[src/rtl/uart_rxb_pkg.sv]
package uart_rxb_pkg;
    localparam int BYTE_W = 8;
    localparam int WORD_W = 32;
    typedef logic [BYTE_W-1:0] rx_byte_t;
endpackage

[src/rtl/uart_rxb_decode.sv]
module uart_rxb_decode #(
    parameter int ADDR_W       = 6,
    parameter int RBR_WORD     = 0,
    parameter int SHADOW_BASE  = 12,
    parameter int SHADOW_COUNT = 16
) (
    input  logic [ADDR_W-1:0] addr,
    output logic              hit
);
    logic [SHADOW_COUNT-1:0] alias_hit;

    // one comparator per alias word
    for (genvar i = 0; i < SHADOW_COUNT; i++) begin : g_alias
        assign alias_hit[i] = (addr == ADDR_W'(SHADOW_BASE + i));
    end

    assign hit = (addr == ADDR_W'(RBR_WORD)) || (|alias_hit);
endmodule

[src/rtl/uart_rxb_hold.sv]
module uart_rxb_hold
    import uart_rxb_pkg::*;
(
    input  logic     clk,
    input  logic     rst_n,
    input  logic     flush,
    input  logic     wr,
    input  rx_byte_t wr_byte,
    input  logic     rd,
    output rx_byte_t head,
    output logic     full,
    output logic     ovr_evt
);
    typedef struct packed {
        rx_byte_t data;
        logic     full;
    } hold_state_t;

    hold_state_t s_d, s_q;

    always_comb begin
        s_d     = s_q;
        ovr_evt = 1'b0;
        if (flush) begin
            s_d.full = 1'b0;
        end else begin
            if (rd) begin
                s_d.full = 1'b0;
            end
            if (wr) begin
                // an unread byte is lost unless it is being read now
                ovr_evt  = s_q.full && !rd;
                s_d.data = wr_byte;
                s_d.full = 1'b1;
            end
        end
    end

    always_ff @(posedge clk or negedge rst_n) begin
        if (!rst_n) begin
            s_q <= '0;
        end else begin
            s_q <= s_d;
        end
    end

    assign head = s_q.data;
    assign full = s_q.full;

    // overwrite keeps the newest byte
    a_r5_overwrite: assert property (@(posedge clk) disable iff (!rst_n)
        (wr && full && !rd && !flush) |=> (full && head == $past(wr_byte)));
endmodule

[src/rtl/uart_rxb_fifo.sv]
module uart_rxb_fifo
    import uart_rxb_pkg::*;
#(
    parameter int DEPTH = 16,
    localparam int PTR_W = (DEPTH > 1) ? $clog2(DEPTH) : 1,
    localparam int CNT_W = $clog2(DEPTH + 1)
) (
    input  logic             clk,
    input  logic             rst_n,
    input  logic             flush,
    input  logic             wr,
    input  rx_byte_t         wr_byte,
    input  logic             rd,
    output rx_byte_t         head,
    output logic [CNT_W-1:0] count,
    output logic             ovr_evt
);
    typedef struct packed {
        logic [DEPTH-1:0][BYTE_W-1:0] mem;
        logic [PTR_W-1:0]             wp;
        logic [PTR_W-1:0]             rp;
        logic [CNT_W-1:0]             cnt;
    } fifo_state_t;

    fifo_state_t s_d, s_q;
    logic        do_wr, do_rd;

    function automatic logic [PTR_W-1:0] ptr_inc(input logic [PTR_W-1:0] p);
        return (p == PTR_W'(DEPTH - 1)) ? '0 : p + 1'b1;
    endfunction

    always_comb begin
        s_d     = s_q;
        do_rd   = rd && (s_q.cnt != '0);
        // a pop in the same cycle frees the slot for the arrival
        do_wr   = wr && ((s_q.cnt != CNT_W'(DEPTH)) || do_rd);
        ovr_evt = wr && !do_wr;
        if (flush) begin
            s_d.wp  = '0;
            s_d.rp  = '0;
            s_d.cnt = '0;
            ovr_evt = 1'b0;
        end else begin
            if (do_wr) begin
                s_d.mem[s_q.wp] = wr_byte;
                s_d.wp          = ptr_inc(s_q.wp);
            end
            if (do_rd) begin
                s_d.rp = ptr_inc(s_q.rp);
            end
            case ({do_wr, do_rd})
                2'b10:   s_d.cnt = s_q.cnt + 1'b1;
                2'b01:   s_d.cnt = s_q.cnt - 1'b1;
                default: s_d.cnt = s_q.cnt;
            endcase
        end
    end

    always_ff @(posedge clk or negedge rst_n) begin
        if (!rst_n) begin
            s_q <= '0;
        end else begin
            s_q <= s_d;
        end
    end

    assign head  = s_q.mem[s_q.rp];
    assign count = s_q.cnt;

    // occupancy never exceeds the depth
    a_r7_bound: assert property (@(posedge clk) disable iff (!rst_n)
        count <= CNT_W'(DEPTH));

    // a full queue without a pop keeps its contents
    a_r7_full_keeps: assert property (@(posedge clk) disable iff (!rst_n)
        (wr && !rd && !flush && count == CNT_W'(DEPTH))
            |=> ($stable(s_q.mem) && count == CNT_W'(DEPTH)));

    // a lone pop removes exactly one entry
    a_r6_pop: assert property (@(posedge clk) disable iff (!rst_n)
        (rd && !wr && !flush && count != '0)
            |=> (count == CNT_W'($past(count) - 1'b1)));
endmodule

[src/rtl/uart_rx_buffer.sv]
module uart_rx_buffer
    import uart_rxb_pkg::*;
#(
    parameter int FIFO_DEPTH   = 16,
    parameter int ADDR_W       = 6,
    parameter int RBR_WORD     = 0,
    parameter int SHADOW_BASE  = 12,
    parameter int SHADOW_COUNT = 16,
    localparam int CNT_W = $clog2(FIFO_DEPTH + 1)
) (
    input  logic              clk,
    input  logic              rst_n,
    input  logic              rx_valid,
    input  logic [7:0]        rx_data,
    input  logic              fifo_en,
    input  logic              rd_en,
    input  logic [ADDR_W-1:0] rd_addr,
    output logic [31:0]       rd_data,
    input  logic              lsr_rd,
    output logic              data_ready,
    output logic              overrun_err
);
    typedef struct packed {
        logic mode;
        logic ovr;
    } top_state_t;

    top_state_t       s_d, s_q;
    logic             hit, flush, pop;
    logic             hold_wr, hold_rd, hold_full, hold_ovr;
    logic             fifo_wr, fifo_rd, fifo_ovr;
    rx_byte_t         hold_head, fifo_head, head;
    logic [CNT_W-1:0] fifo_cnt;

    uart_rxb_decode #(
        .ADDR_W      (ADDR_W),
        .RBR_WORD    (RBR_WORD),
        .SHADOW_BASE (SHADOW_BASE),
        .SHADOW_COUNT(SHADOW_COUNT)
    ) u_decode (
        .addr(rd_addr),
        .hit (hit)
    );

    always_comb begin
        flush   = (fifo_en != s_q.mode);
        pop     = rd_en && hit && !flush;
        hold_wr = rx_valid && !flush && !s_q.mode;
        fifo_wr = rx_valid && !flush &&  s_q.mode;
        hold_rd = pop && !s_q.mode;
        fifo_rd = pop &&  s_q.mode;
        s_d      = s_q;
        s_d.mode = fifo_en;
        // a new overrun wins over a clear in the same cycle
        s_d.ovr  = hold_ovr || fifo_ovr || (s_q.ovr && !lsr_rd);
    end

    always_ff @(posedge clk or negedge rst_n) begin
        if (!rst_n) begin
            s_q <= '0;
        end else begin
            s_q <= s_d;
        end
    end

    uart_rxb_hold u_hold (
        .clk    (clk),
        .rst_n  (rst_n),
        .flush  (flush),
        .wr     (hold_wr),
        .wr_byte(rx_data),
        .rd     (hold_rd),
        .head   (hold_head),
        .full   (hold_full),
        .ovr_evt(hold_ovr)
    );

    uart_rxb_fifo #(
        .DEPTH(FIFO_DEPTH)
    ) u_fifo (
        .clk    (clk),
        .rst_n  (rst_n),
        .flush  (flush),
        .wr     (fifo_wr),
        .wr_byte(rx_data),
        .rd     (fifo_rd),
        .head   (fifo_head),
        .count  (fifo_cnt),
        .ovr_evt(fifo_ovr)
    );

    assign head        = s_q.mode ? fifo_head : hold_head;
    assign rd_data     = hit ? {{(WORD_W-BYTE_W){1'b0}}, head} : '0;
    assign data_ready  = s_q.mode ? (fifo_cnt != '0) : hold_full;
    assign overrun_err = s_q.ovr;

    // the flag holds until a status read
    a_r9_sticky: assert property (@(posedge clk) disable iff (!rst_n)
        (overrun_err && !lsr_rd) |=> overrun_err);

    // an overwrite in register mode raises the flag
    a_r5_flag: assert property (@(posedge clk) disable iff (!rst_n)
        (!s_q.mode && !flush && rx_valid && data_ready && !pop) |=> overrun_err);

    // a mode change leaves nothing ready
    a_r10_flush: assert property (@(posedge clk) disable iff (!rst_n)
        flush |=> !data_ready);
endmodule

[config.mk]
export PLATFORM = sky130hd
export DESIGN_NAME = uart_rx_buffer
export DESIGN_NICKNAME = d
export VERILOG_FILES = /design/src/rtl/uart_rxb_pkg.sv /design/src/rtl/uart_rxb_decode.sv /design/src/rtl/uart_rxb_hold.sv /design/src/rtl/uart_rxb_fifo.sv /design/src/rtl/uart_rx_buffer.sv
export SDC_FILE = /design/constraint.sdc
export NUM_CORES = 1
export LEC_CHECK = 0
export ABC_AREA = 1
export BUFFER_PORTS_ARGS = -buffer_cell sky130_fd_sc_hd__clkbuf_2
export CAP_MARGIN = 30
export CORE_UTILIZATION = 45
export CTS_BUF_LIST = sky130_fd_sc_hd__clkbuf_4 sky130_fd_sc_hd__clkbuf_8 sky130_fd_sc_hd__clkbuf_16
export DETAILED_ROUTE_END_ITERATION = 6
export PLACE_DENSITY = 0.69
export SETUP_SLACK_MARGIN = 0.02
export SLEW_MARGIN = 20
export SYNTH_ARGS = -nofsm -noshare
export SYNTH_HDL_FRONTEND = slang
export SYNTH_SLANG_ARGS = --single-unit
[constraint.sdc]
create_clock -name clk -period 2.21 [get_ports clk]
set_clock_uncertainty 0.05 [all_clocks]
set_input_delay 0.1105 -clock clk [delete_from_list [all_inputs] [get_ports clk]]
set_output_delay 0.1105 -clock clk [all_outputs]
set_load 0.005 [all_outputs]
=== Word-level counts from Yosys, hierarchy flattened ===
Index checks and enable logic that the tools add are counted.

* Register bits after elaboration: 152

* $add $sub $neg: 4
* Magnitude comparators: 3
* Equal/unequal tests: 22
* Muxes and demuxes: 20
* Bitwise logic cells: 1
* Reductions and logical operators: 31

{| class="wikitable"
|+ Operators by type and width
! cell !! number
|-
| $bwmux W128 || 1
|-
| $eq A6 B5 Y1 const B || 12
|-
| $bmux W8 S4 || 1
|-
| $demux W8 S4 || 1
|-
| $mux W8 || 4
|-
| $eq A6 B4 Y1 const B || 4
|-
| $mux W4 || 4
|-
| $reduce_or A16 Y1 || 1
|-
| $logic_and A1 B1 Y1 || 13
|-
| $mux W13 || 1
|-
| $lt A4 B5 Y1 const B || 2
|-
| $pmux W5 S2 || 1
|-
| $add A4 B1 Y4 const B || 2
|-
| $eq A4 B4 Y1 const B || 2
|-
| $mux W1 || 7
|-
| $logic_not A6 Y1 || 1
|-
| $reduce_bool A3 Y1 || 2
|-
| $add A5 B1 Y5 const B || 1
|-
| $logic_not A1 Y1 || 5
|-
| $ne A5 B5 Y1 const B || 1
|-
| $reduce_bool A5 Y1 || 1
|-
| $sub A5 B1 Y5 const B || 1
|-
| $ge A4 B1 Y1 const B || 1
|-
| $logic_or A1 B1 Y1 || 4
|-
| 6 further kinds || 8
|}

=== Logic depth before layout (Yosys ltp) ===
Gate-level depths: netlist (run 1).

* Depth in word-level cells: 14
* Mapped depth: 17
* Mapped depth without buffers: 17

=== Hierarchy ===
Synthesis (run 1) repeated with hierarchy kept, for this count alone.

* Cells, all modules: 922
* Area total of the unflattened synthesis: 7548.5 um2

{| class="wikitable"
|+ By module, submodules not included
! module !! times used !! cells an instance !! area each (um2) !! seq. area each (um2)
|-
| uart_rxb_fifo || 1 || 800 || 6686.4 || 3528.4
|-
| uart_rx_buffer || 1 || 73 || 435.4 || 50.0
|-
| uart_rxb_hold || 1 || 41 || 390.4 || 225.2
|-
| uart_rxb_decode || 1 || 8 || 36.3 || 0.0
|}

=== Worst setup path after synthesis (run 1) ===
Ideal clock, no wire load.

* Path type: register to register
* Start point: register s_q[1] (netlist bit)
* End point: register u_fifo.s_q (netlist bit u_fifo.count[4])
* Data arrival time: 1.899 ns
* Data required time: 2.042 ns
* Setup slack: 0.144 ns
* Stages on the path, launching flop included: 12
* Path buffers: 0
* Period minus slack after synthesis: 2.066 ns
* Path through: dfrtp_1 or2_4 nand2_4 nand2_4 nor2_8 nand3_1 inv_1 ha_1 a21oi_1 nand3_1 nand3_1 nand2_1

* Cells in the longest elaborated chain, start to end: 10
* Elaborated cells on any way between the ends: 14
* Those cells by class: eq/ne: 3; mux: 2; reduce/logical: 9

{| class="wikitable"
|+ RTL lines
! element !! line !! text
|-
| from (decl) || uart_rx_buffer.sv:28 || <nowiki>top_state_t s_d, s_q;</nowiki>
|-
| from (signal assigned) || uart_rx_buffer.sv:60 || <nowiki>s_q <= '0;</nowiki>
|-
| from (signal assigned) || uart_rx_buffer.sv:62 || <nowiki>s_q <= s_d;</nowiki>
|-
| $ne A1 B1 Y1 || uart_rx_buffer.sv:46 || <nowiki>flush = (fifo_en != s_q.mode);</nowiki>
|-
| $logic_not A1 Y1 || uart_rx_buffer.sv:47, uart_rx_buffer.sv:49 ||
|-
| $logic_and A1 B1 Y1 || uart_rx_buffer.sv:47 || <nowiki>pop = rd_en && hit && !flush;</nowiki>
|-
| $logic_and A1 B1 Y1 || uart_rx_buffer.sv:51 || <nowiki>fifo_rd = pop && s_q.mode;</nowiki>
|-
| $logic_and A1 B1 Y1 || uart_rxb_fifo.sv:34 || <nowiki>do_rd = rd && (s_q.cnt != '0);</nowiki>
|-
| $logic_or A1 B1 Y1 || uart_rxb_fifo.sv:36 || <nowiki>do_wr = wr && ((s_q.cnt != CNT_W'(DEPTH)) || do_rd);</nowiki>
|-
| $logic_and A1 B1 Y1 || uart_rxb_fifo.sv:36 ||
|-
| $eq A2 B1 Y1 / $eq A2 B2 Y1 (equally long branches) || uart_rxb_fifo.sv:51 || <nowiki>case ({do_wr, do_rd})</nowiki>
|-
| $pmux W5 S2 || uart_rxb_fifo.sv:51 ||
|-
| $mux W13 || uart_rxb_fifo.sv:38 || <nowiki>if (flush) begin</nowiki>
|-
| to (signal assigned) || uart_rxb_fifo.sv:61 || <nowiki>s_q <= '0;</nowiki>
|-
| to (signal assigned) || uart_rxb_fifo.sv:63 || <nowiki>s_q <= s_d;</nowiki>
|-
| to (decl) || uart_rxb_fifo.sv:25 || <nowiki>fifo_state_t s_d, s_q;</nowiki>
|}

Parallel ways exist; a longest one is shown, timed or not.
A chain may end at the register's enable or synchronous reset.

=== Final worst setup path (run 1) ===
* Start point: register u_fifo.s_q[5] (netlist bit)
* End point: output rd_data[1]

* Cells in the longest elaborated chain, start to end: 4

{| class="wikitable"
|+ RTL lines
! element !! line !! text
|-
| $bmux W8 S4 || uart_rxb_fifo.sv:67 || <nowiki>assign head = s_q.mem[s_q.rp];</nowiki>
|-
| $mux W8 (implied by the code) || uart_rxb_fifo.sv:67 ||
|-
| $mux W8 || uart_rx_buffer.sv:92 || <nowiki>assign head = s_q.mode ? fifo_head : hold_head;</nowiki>
|-
| $mux W8 || uart_rx_buffer.sv:93 || <nowiki>assign rd_data = hit ? {{(WORD_W-BYTE_W){1'b0}}, head} : '0;</nowiki>
|-
| to (decl) || uart_rx_buffer.sv:18 || <nowiki>output logic [31:0] rd_data,</nowiki>
|}

No other way between the ends. The select of a mux whose other input is x is not followed.

==> results of run 1 <==
-- synth_stat cells (all sizes together) --
cell,instances,area [sq um]
nand2,304,1189
dfrtp,152,3804
o21ai,152,798.3
a21oi,61,305.3
nand3,44,330.3
buf,43,332.8
inv,36,135.1
clkbuf,34,127.6
a22oi,15,112.6
nor2,15,80.08
a32o,14,140.1
nand4,8,86.33
ha,7,87.58
clkinv,3,16.27
o211ai,3,22.52
nor3,2,10.01
conb,1,3.750
nor4,1,6.260
o221ai,1,8.760
or2,1,8.760
xor2,1,8.760
-- timing repair --
action / in CTS / in global routing
gates resized for setup: 51 / 36
hold buffers: 3 / 0
hold endpoints to repair: 128 / 0
endpoints found under the setup margin: 8 / 62
pin swaps: 21 / 19
buffers inserted: 11 / 1
cloned: 7 / 3
-- critical path, cell delays in order, from the launching register on --
cell and delay, ns:
dfrtp_2 0.43, buf_12 0.13, buf_12 0.12, buf_8 0.12, a21oi_2 0.05, a22oi_2 0.19
nand2_1 0.09, nand3_2 0.12, nand3_2 0.07, a21oi_2 0.16, clkbuf_2 0.14
-- registers in the layout (all words and copies together) (netlist names) --
register	flops
u_fifo.s_q	136
u_fifo.count	5
s_q	1
u_hold.full	1
overrun_err	1
u_hold.head	8
-- worst paths after layout --
check,from,cells after the start,end,slack (ns)
worst max-delay path,u_fifo.s_q[5],10,rd_data[1],-0.02
worst max register to register,s_q[1],12,u_fifo.s_q[29],0.13
max in group asynchronous,rst_n,3,u_fifo.s_q[105],1.31
worst min register to register,u_fifo.s_q[63],2,u_fifo.s_q[63],0.43
min in group asynchronous,rst_n,2,u_fifo.s_q[55],0.10
worst min-delay path,rd_en,5,u_fifo.s_q[7],0.09
-- kinds of logic (layout without fill, tap and decap cells) --
family | after synthesis | count (layout) | synth area share, %
AND/OR/NAND/NOR | 375 | 378 | 22.46
AO/OA/AOI/OAI | 246 | 246 | 18.23
flip-flops | 152 | 152 | 49.96
buffers and inverters | 116 | 143 | 8.036
adder cells (fa/ha/maj) | 7 | 7 | 1.150
other | 1 | 24 | 0.04925
XOR/XNOR | 1 | 1 | 0.1151
-- cell type report --
cell class,instances,area (sq um),share of cell area (%)
multi-input cells,656,3558,38.99
well taps,220,275.3,3.016
clock buffers,21,474.2,5.195
inverters,39,167.7,1.837
flip-flops and latches,152,3806,41.70
clock inverters,9,100.1,1.097
repair buffers,74,745.7,8.170
-- power breakdown --
part	internal, mW	leakage [nW]	switching [mW]
Sequential	2.90	2.08	0.0741
Combinational	0.397	1.88	0.570
Clock	1.74	0.284	1.14
-- routing by layer --
metal  share of wire, %  track usage [%]  vias to the layer above
met3                5.5            4.921                       39
li1                   -                -                     3052
met4                3.2            10.98                        0
met1                 43            32.25                     3218
met2                 48            39.65                      250
met5                  0                0                        -
==> metrics.md, run 1 <==
| Metric | Value |
|---|---|
| WHS | 0.09459 ns |
| Status | finished with violations |
| Detailed placer's ending HPWL | 12.11 mm |
| Chip Width | 132.1 um |
| Dpl cells | 1119 |
| Fraction of layout cells with a size suffix above 1 | 19.56% |
| Dpl cell area | 7888 sq um |
| Clk sinks | 152 |
| Depth of the CTS H-tree | 4 |
| Routed Antenna Nets | 0 |
| Vias post-DR | 6559 |
| Worst-path clk slew | 0.06 ns |
| Seq cells post-synth | 152 |
| Critical path arrival | 2.07 ns |
| Total grt overflow | 0 |
| Final Hold Fails | 0 |
| Die Y | 132.1 um |
| Die footprint | 17440 sq um |
| Synth Cell Area | 7614 sq um |
| Yosys cell types | 36 |
| Most common cell after layout, fill and taps aside | nand2_1 |
| CP startpoint kind | flop |
| CTS tree | done |
| Sequential share of the synthesized area | 49.96% |
| Max-slew headroom | 49.64% |
| Final TNS setup | -0.05521 ns |
| Failing checks | negative setup slack |
| Min-delay worst type | in2reg |
| Slew Limit Fails | 0 |
| DR DRC count | 0 |
| Final Setup Violations | 3 |
| Via density | 5.601 |
| CP required | 2.05 ns |
| Final setup margin | -0.02223 ns |
| Critical path fanouts, max | 7 |
| Layout overhead on the synthesized area | 19.88% |
| Power per standard cell area | 747.8 nW/um^2 |
| Initial antenna violation count | 0 |
| Initial DRC Count | 771 |
| Crit path kind | reg2out |
| Largest net degree at the start of global routing | 51 |
| Initial DRT Pass Iterations | 5 |
| Nets | 967 |
| Root Buffer | clkbuf_16 |
| Fin crit share | 101.0% |
| Placer congestion estimate | 0.9074 |
| Worst Tran Pin Value | 0.7546 ns |
| Worst slack, placed | 0.08885 ns |
| Syn Inst Count | 898 |
| Unrepaired setup endpoints after global routing | yes |
| Fin crit period | 2.232 ns |
| Starting Density | 46.07% |
| Number of global-route vias before repair | 6188 |
| Worst skew pair latency | 0.43 ns |
| Fillers | 1457 |
| Final WL | 20.93 mm |
| Most frequent cells in the layout | 292 x nand2_1, 150 x dfrtp_1, 75 x o21ai_0, 66 x o21ai_1, 48 x a21oi_1 |
| Avg Cell Area, Syn | 8.478 sq um |
| Final core occ | 55.24% |
| CP endpoint kind | output pin |
| Cell Rows | 47 |
| Ports | 54 |
| Max clock buf depth | 2 |
| Leakage power | 4.247 nW |
| Wirelength per Cell | 17.87 um |
| Global-route wire length before repair | 33.07 mm |
| Tot Pwr | 6.826 mW |
| Max Cap Viol | 0 |
| CORE AREA | 16520 sq um |
| Peak supply drop | 0.6083 mV |
| All-Layer GR Usage | 24.64% |
| Num CTS Buffers | 17 |
| Diode count | 0 |
| Fmax | 448.0 MHz |
| Port-buffer cells | 29 |
| Cell area after layout | 9128 sq um |
| Final cell count without fillers | 1171 |
| YS warnings | 0 |
Note: power is estimated with default switching activity, not from simulation.
==> run 2, diff against run 1 <==
CORE_UTILIZATION = 55   (was 45)
PLACE_DENSITY = 0.81   (was 0.69)
==> metrics.md, run 2 (synthesis results as in run 1) <==
| Metric | Value |
|---|---|
| Final TNS setup | -0.01570 ns (+0.03951 ns) |
| Root Buffer | clkbuf_16 |
| Fmax | 450.8 MHz (+0.64%) |
| Placer congestion estimate | 0.9096 (+0.24%) |
| Detailed placer's ending HPWL | 11.45 mm (-5.5%) |
| DR DRC count | 7 (+7) |
| Final Setup Violations | 2 (-1) |
| Dpl cells | 1070 (-4.4%) |
| Nets | 962 (-0.52%) |
| All-Layer GR Usage | 27.89% (+3.2 points) |
| Vias post-DR | 6658 (+1.5%) |
| Clk sinks | 152 (unchanged) |
| Switching Share | 26.49% (+0.33 points) |
| Number of global-route vias before repair | 6077 (-1.8%) |
| CTS tree | done |
| Initial DRT Pass Iterations | 7 (+2) |
| Critical path fanouts, max | 6 (-1) |
| Most frequent cells in the layout | 288 x nand2_1, 150 x dfrtp_1, 75 x o21ai_0, 67 x o21ai_1, 55 x a21oi_1 |
| Fraction of layout cells with a size suffix above 1 | 18.57% (-0.99 points) |
| Max-slew headroom | 39.60% (-10 points) |
| CP endpoint kind | output pin |
| Worst path bufs/invs | 4 (unchanged) |
| Critical path arrival | 2.06 ns (about the same) |
| Reg with most FFs | u_fifo.s_q |
| Peak supply drop | 0.5902 mV (-3.0%) |
| Initial DRC Count | 821 (+6.5%) |
| Power per standard cell area | 768.7 nW/um^2 (+2.8%) |
| Status | finished with violations |
| Wirelength per Cell | 17.95 um (+0.45%) |
| Failing checks | design-rule violations, negative setup slack |
| Register area | 3806 sq um (unchanged) |
| Worst skew pair latency | 0.43 ns (about the same) |
| Fin crit share | 100.4% (-0.64 points) |
| Starting Density | 57.04% (+11 points) |
| Comb power frac | 12.9% (-1.3 points) |
| Most common cell after layout, fill and taps aside | nand2_1 |
| Multi-input gate area in the final layout | 3470 sq um (-2.5%) |
| Net switching power | 1.833 mW (+2.6%) |
| Ports | 54 (unchanged) |
| CP required | 2.05 ns (about the same) |
| Initial antenna violation count | 0 (unchanged) |
| Critical path's top delay family | buffers and inverters |
| Chip Width | 119.7 um (-9.4%) |
| Diode count | 0 (unchanged) |
| Final Hold Fails | 0 (unchanged) |
| Die footprint | 14320 sq um (-18%) |
| Final WL | 20.18 mm (-3.6%) |
| Global-route wire length before repair | 30.68 mm (-7.2%) |
| Pint | 5.085 mW (+0.90%) |
| Fin crit period | 2.218 ns (-0.01419 ns) |
| Crit path cell chain | inv_8 > buf_12 > clkbuf_16 > nand2_1 > a32o_1 > nand2_1 > nand3_2 > a21oi_2 > buf_2 |
| Crit path kind | reg2out |
| Max incr delay on CP | 0.49 ns (+0.06 ns) |
| Num CTS Buffers | 17 (unchanged) |
| CORE AREA | 13350 sq um (-19%) |
| Max clock buf depth | 2 (unchanged) |
| Largest net degree at the start of global routing | 62 (+22%) |
| Port-buffer cells | 29 (unchanged) |
| Reg power frac | 43.1% (-0.5 points) |
| Depth of the CTS H-tree | 4 (unchanged) |
| Reg-to-reg setup timing slack | 0.06 ns (-0.07 ns) |
| Via density | 5.923 (+5.8%) |
| Worst Tran Pin Value | 0.9027 ns (+0.1481 ns) |
| Layout overhead on the synthesized area | 18.19% |
| Max FFs per register | 136 (unchanged) |
| Cell Rows | 42 (-11%) |
| Max Cap Viol | 0 (unchanged) |
| Final cell count without fillers | 1124 (-4.0%) |
| Leakage power | 4.221 nW (-0.60%) |
| Worst-path clk slew | 0.06 ns (about the same) |
| Unrepaired setup endpoints after global routing | yes |
| Total grt overflow | 0 (unchanged) |
| Slew Limit Fails | 0 (unchanged) |
| CP max stage cell | dfrtp_2 |
| Final setup margin | -0.008038 ns (+0.01419 ns) |
| Final core occ | 67.42% (+12 points) |
| CP startpoint kind | flop |
| Fillers | 1006 (-31%) |
| Routed Antenna Nets | 0 (unchanged) |
| Clk pwr share | 44.1% (+1.9 points) |
| Dpl cell area | 7845 sq um (-0.54%) |
| Most frequent cell on the critical path | nand2_1 |
| Worst slack, placed | 0.02146 ns (-0.06740 ns) |
| Cell area after layout | 8999 sq um (-1.4%) |
| Min-delay worst type | in2reg |
| Die Y | 119.7 um (-9.4%) |
==> run 2: routing by layer <==
layer	up-vias	track usage, %	part of all wire [%]
met5	-	0	0
li1	3047	-	-
met3	67	6.036	7.7
met4	0	15.55	3.9
met2	357	42.88	48
met1	3187	36.72	40
==> run 2: final timing paths <==
check / cells after the start / startpoint / endpoint
worst max-delay path: 9 / u_fifo.s_q[5] / rd_data[6]
worst min-delay path: 5 / rd_en / u_fifo.s_q[7]
worst max register to register: 10 / s_q[1] / u_fifo.s_q[117]
worst min register to register: 2 / u_hold.head[2] / u_hold.head[2]
max in group asynchronous: 3 / rst_n / u_fifo.s_q[132]
min in group asynchronous: 2 / rst_n / u_fifo.s_q[74]
==> run 2: what timing repair did <==
action / CTS / global route
gates cloned: 3 / 6
endpoints found under the setup margin: 11 / 53
setup buffers: 2 / 9
resized for setup: 16 / 44
hold buffers: 3 / 0
pin swaps: 1 / 14
hold endpoints to repair: 60 / 0
==> run 2: power groups by stage <==
stage                     Sequential, mW  Combinational [mW]  Clock (mW)
after detailed placement            3.02               0.676           0
final                               2.98               0.890        3.05
after global routing                2.99               0.953        3.17
after CTS                           2.97               0.761        3.06
after floorplan                     3.00               0.446           0
after global placement              3.02               0.664           0
==> run 2: stage by stage <==
step                      hold WS (ns)  total power, mW
after floorplan                -0.2351            3.446
after global placement         0.08427            3.683
after detailed placement       0.07564            3.699
after CTS                      0.06663            6.797
after global routing           0.09120            7.115
final                          0.08302            6.918
==> run 2: tightest hold or removal path: cells and delay by family <==
family          cells  cell delay, ns
simple gates        3            0.24
buf+inv             1            0.12
compound gates      1            0.07
==> run 2: final cells by class <==
cell class              count  share of cell area (%)
flip-flops and latches    152                   42.30
repair buffers             71                   7.773
clock buffers              19                   5.033
multi-input cells         653                   38.56
clock inverters            13                   1.877
inverters                  39                   1.919
well taps                 176                   2.447
repair inverters            1                 0.09733
==> run 3, diff against run 2 <==
ABC_AREA = default   (was 1)
==> metrics.md, run 3 <==
| Metric | Value |
|---|---|
| CP required | 2.05 ns (about the same) |
| Ports | 54 (unchanged) |
| Count leader, synth | dfrtp_1 |
| Total grt overflow | 0 (unchanged) |
| Synth Cell Area | 7470 sq um (-1.9%) |
| Layout overhead on the synthesized area | 19.90% |
| Max clock buf depth | 2 (unchanged) |
| Fin crit period | 2.586 ns (+0.3680 ns) |
| Crit path cell chain | buf_6 > buf_12 > mux4_2 > mux4_2 > mux2i_1 > nor2_1 > clkbuf_2 |
| Max FFs per register | 136 (unchanged) |
| Dpl cell area | 8169 sq um (+4.1%) |
| Avg Cell Area, Syn | 14.56 sq um (+72%) |
| Depth of the CTS H-tree | 4 (unchanged) |
| Detailed placer's ending HPWL | 10.73 mm (-6.3%) |
| CTS tree | done |
| Synth top area share | 50.92% (+0.96 points) |
| Wirelength per Cell | 22.07 um (+23%) |
| Largest net degree at the start of global routing | 72 (+16%) |
| YS warnings | 0 (unchanged) |
| Worst slack, placed | -0.09286 ns (-0.1143 ns) |
| Final Setup Violations | 10 (+8) |
| CP endpoint kind | output pin |
| Crit path kind | reg2out |
| Max Cap Viol | 0 (unchanged) |
| Fraction of layout cells with a size suffix above 1 | 52.74% (+34 points) |
| DR DRC count | 0 (-7) |
| Initial DRT Pass Iterations | 4 (-3) |
| Number of global-route vias before repair | 4911 (-19%) |
| Num CTS Buffers | 17 (unchanged) |
| Final core occ | 67.63% (+0.21 points) |
| Fin crit share | 117.0% (+17 points) |
| Final setup margin | -0.3761 ns (-0.3680 ns) |
| Syn Inst Count | 513 (-43%) |
| Critical path fanouts, max | 6 (unchanged) |
| Peak supply drop | 0.6034 mV (+2.2%) |
| Most frequent cells in the layout | 150 x dfrtp_1, 137 x mux2_2, 40 x mux4_2, 33 x buf_4, 27 x clkbuf_2 |
| Asr flop ratio synth | 100.0% (unchanged) |
| CORE AREA | 13240 sq um (-0.79%) |
| Largest family of logic cells by synthesized area | multiplexers |
| Yosys cell types | 41 (+14%) |
| Cell Rows | 42 (unchanged) |
| Failing checks | negative setup slack |
| Synth Area in Simple Gates | 6.047% (-16 points) |
| Fmax | 386.7 MHz (-14%) |
| Max incr delay on CP | 0.51 ns (+0.02 ns) |
| Post-synthesis mux area share | 34.19% (+34 points) |
| Worst-path clk slew | 0.06 ns (about the same) |
| WHS | 0.02130 ns (-0.06172 ns) |
| Clk sinks | 152 (unchanged) |
| Chip Width | 118.5 um (-0.93%) |
| Most common cell after layout, fill and taps aside | dfrtp_1 |
| Routed Antenna Nets | 0 (unchanged) |
| Diode count | 0 (unchanged) |
| Worst Tran Pin Value | 0.7668 ns (-0.1359 ns) |
| Root Buffer | clkbuf_16 |
| Global-route wire length before repair | 27.25 mm (-11%) |
| Power per standard cell area | 754.3 nW/um^2 (-1.9%) |
| Synth area leaders | dfrtp_1 51%, mux2_2 21%, mux4_2 12% |
| Top FF cell, synth | dfrtp_1 |
| Final WL | 17.19 mm (-15%) |
| Most frequent cell on the critical path | mux4_2 |
| Fraction of the mapped netlist area in adder cells | 1.173% (+0.022 points) |
| Reg with most FFs | u_fifo.s_q |
| Die footprint | 14050 sq um (-1.9%) |
| Worst skew pair latency | 0.41 ns (-0.02 ns) |
| Die Y | 118.5 um (-0.93%) |
| Leakage power | 4.254 nW (+0.78%) |
| CP startpoint kind | flop |
| CP max stage cell | mux4_2 |
| Min-delay worst type | in2async |
| Post-synth top cells | 152 x dfrtp_1, 137 x mux2_2, 40 x mux4_2, 26 x buf_4, 21 x nor2_1 |
| Slew Limit Fails | 0 (unchanged) |
| Critical path arrival | 2.43 ns (+0.37 ns) |
| Tot Pwr | 6.755 mW (-2.3%) |
| Dpl cells | 733 (-31%) |
| Max-slew headroom | 48.88% (+9.3 points) |
| Post-synth EDFFs | 0 (unchanged) |
| Synth Area in Compound Gates | 2.580% (-16 points) |
| Seq cells post-synth | 152 (unchanged) |
| Area leader, netlist | dfrtp_1 |
| Initial antenna violation count | 0 (unchanged) |
| Cell area after layout | 8956 sq um (-0.47%) |
| Post-Synth XOR/XNOR Area | 0.7035% (+0.59 points) |
| Placer congestion estimate | 0.8262 (-9.2%) |
| Vias post-DR | 4609 (-31%) |
| Via density | 5.917 (-0.12%) |
| Unrepaired setup endpoints after global routing | yes |
| Nets | 617 (-36%) |
| Final cell count without fillers | 779 (-31%) |
| Worst path bufs/invs | 3 (-1) |
| Starting Density | 56.41% (-0.63 points) |
| Status | finished with violations |
| All-Layer GR Usage | 26.15% (-1.7 points) |
| Final Hold Fails | 0 (unchanged) |
| Critical path's top delay family | multiplexers |
| Initial DRC Count | 314 (-62%) |
| Port-buffer cells | 29 (unchanged) |
| Final TNS setup | -2.900 ns (-2.884 ns) |
| Sequential share of the synthesized area | 50.92% (+0.96 points) |
[run 3: cell types whose count changed in the layout (fill, tap and decap cells not counted), sizes merged, moves of 14 or more]
| cell | before | now |
|---|---|---|
| nand2 | 304 | 17 |
| o21ai | 152 | 3 |
| mux2 | 0 | 137 |
| a21oi | 61 | 9 |
| mux4 | 0 | 40 |
| inv | 39 | 7 |
| nand3 | 44 | 18 |
| a22oi | 15 | 0 |
| a32o | 14 | 0 |
[run 3: worst paths after layout]
path,slack (ns),end,start,cells after the start
max,-0.38,rd_data[3],u_fifo.s_q[5],7
min,0.02,u_fifo.s_q[26],rst_n,2
max reg2reg,-0.05,u_fifo.count[4],u_fifo.count[2],10
min reg2reg,0.45,u_fifo.s_q[57],u_fifo.s_q[57],1
max in group asynchronous,1.47,u_fifo.s_q[5],rst_n,3
min in group clk,0.13,u_fifo.s_q[57],rx_data[4],2
[run 3: repair_timing]
item | 4_1_cts | 5_1_grt
endpoints found under the setup margin | 10 | 10
gates resized for setup | 2 | 6
hold buffers | 4 | 0
gates cloned | 0 | 3
buffers inserted | 3 | 4
pin swaps | 2 | 1
hold endpoints to repair | 154 | 0
[run 3: cell families after synthesis]
kind of cell    after synthesis
simple gates                 75
compound gates               27
xor+xnor                      6
mux                         188
fa+ha+maj                     7
flops                       152
other cells                   1
buf+inv                      57
[run 3: cell type report]
class / instances / area [sq um]
clock buffers: 22 / 475.5
well taps: 176 / 220.2
fillers: 874 / 4287
multi-input cells: 327 / 3471
repair buffers: 87 / 848.3
flip-flops and latches: 152 / 3806
inverters: 5 / 18.77
clock inverters: 10 / 116.4
[run 3: worst reg2reg max path, delay by kind of cell, from the launching register on]
kind	cells	cell delay, ns
mux	1	0.09
xor+xnor	1	0.16
simple gates	4	0.88
flops	1	0.41
compound gates	3	0.35
fa+ha+maj	1	0.21
[run 3: report_power, final]
group	internal, mW	switching, mW
registers	2.93	0.0911
clock network	1.76	1.12
logic	0.446	0.410
[run 3: routing by layer]
metal / wire (um) / GRT usage, % / up-vias / part of all wire [%]
li1: - / - / 2013 / -
met3: 1173 / 5.164 / 24 / 6.8
met2: 8801 / 42.69 / 176 / 51
met5: 0 / 0 / - / 0
met1: 6891 / 33.89 / 2396 / 40
met4: 323 / 12.03 / 0 / 1.9
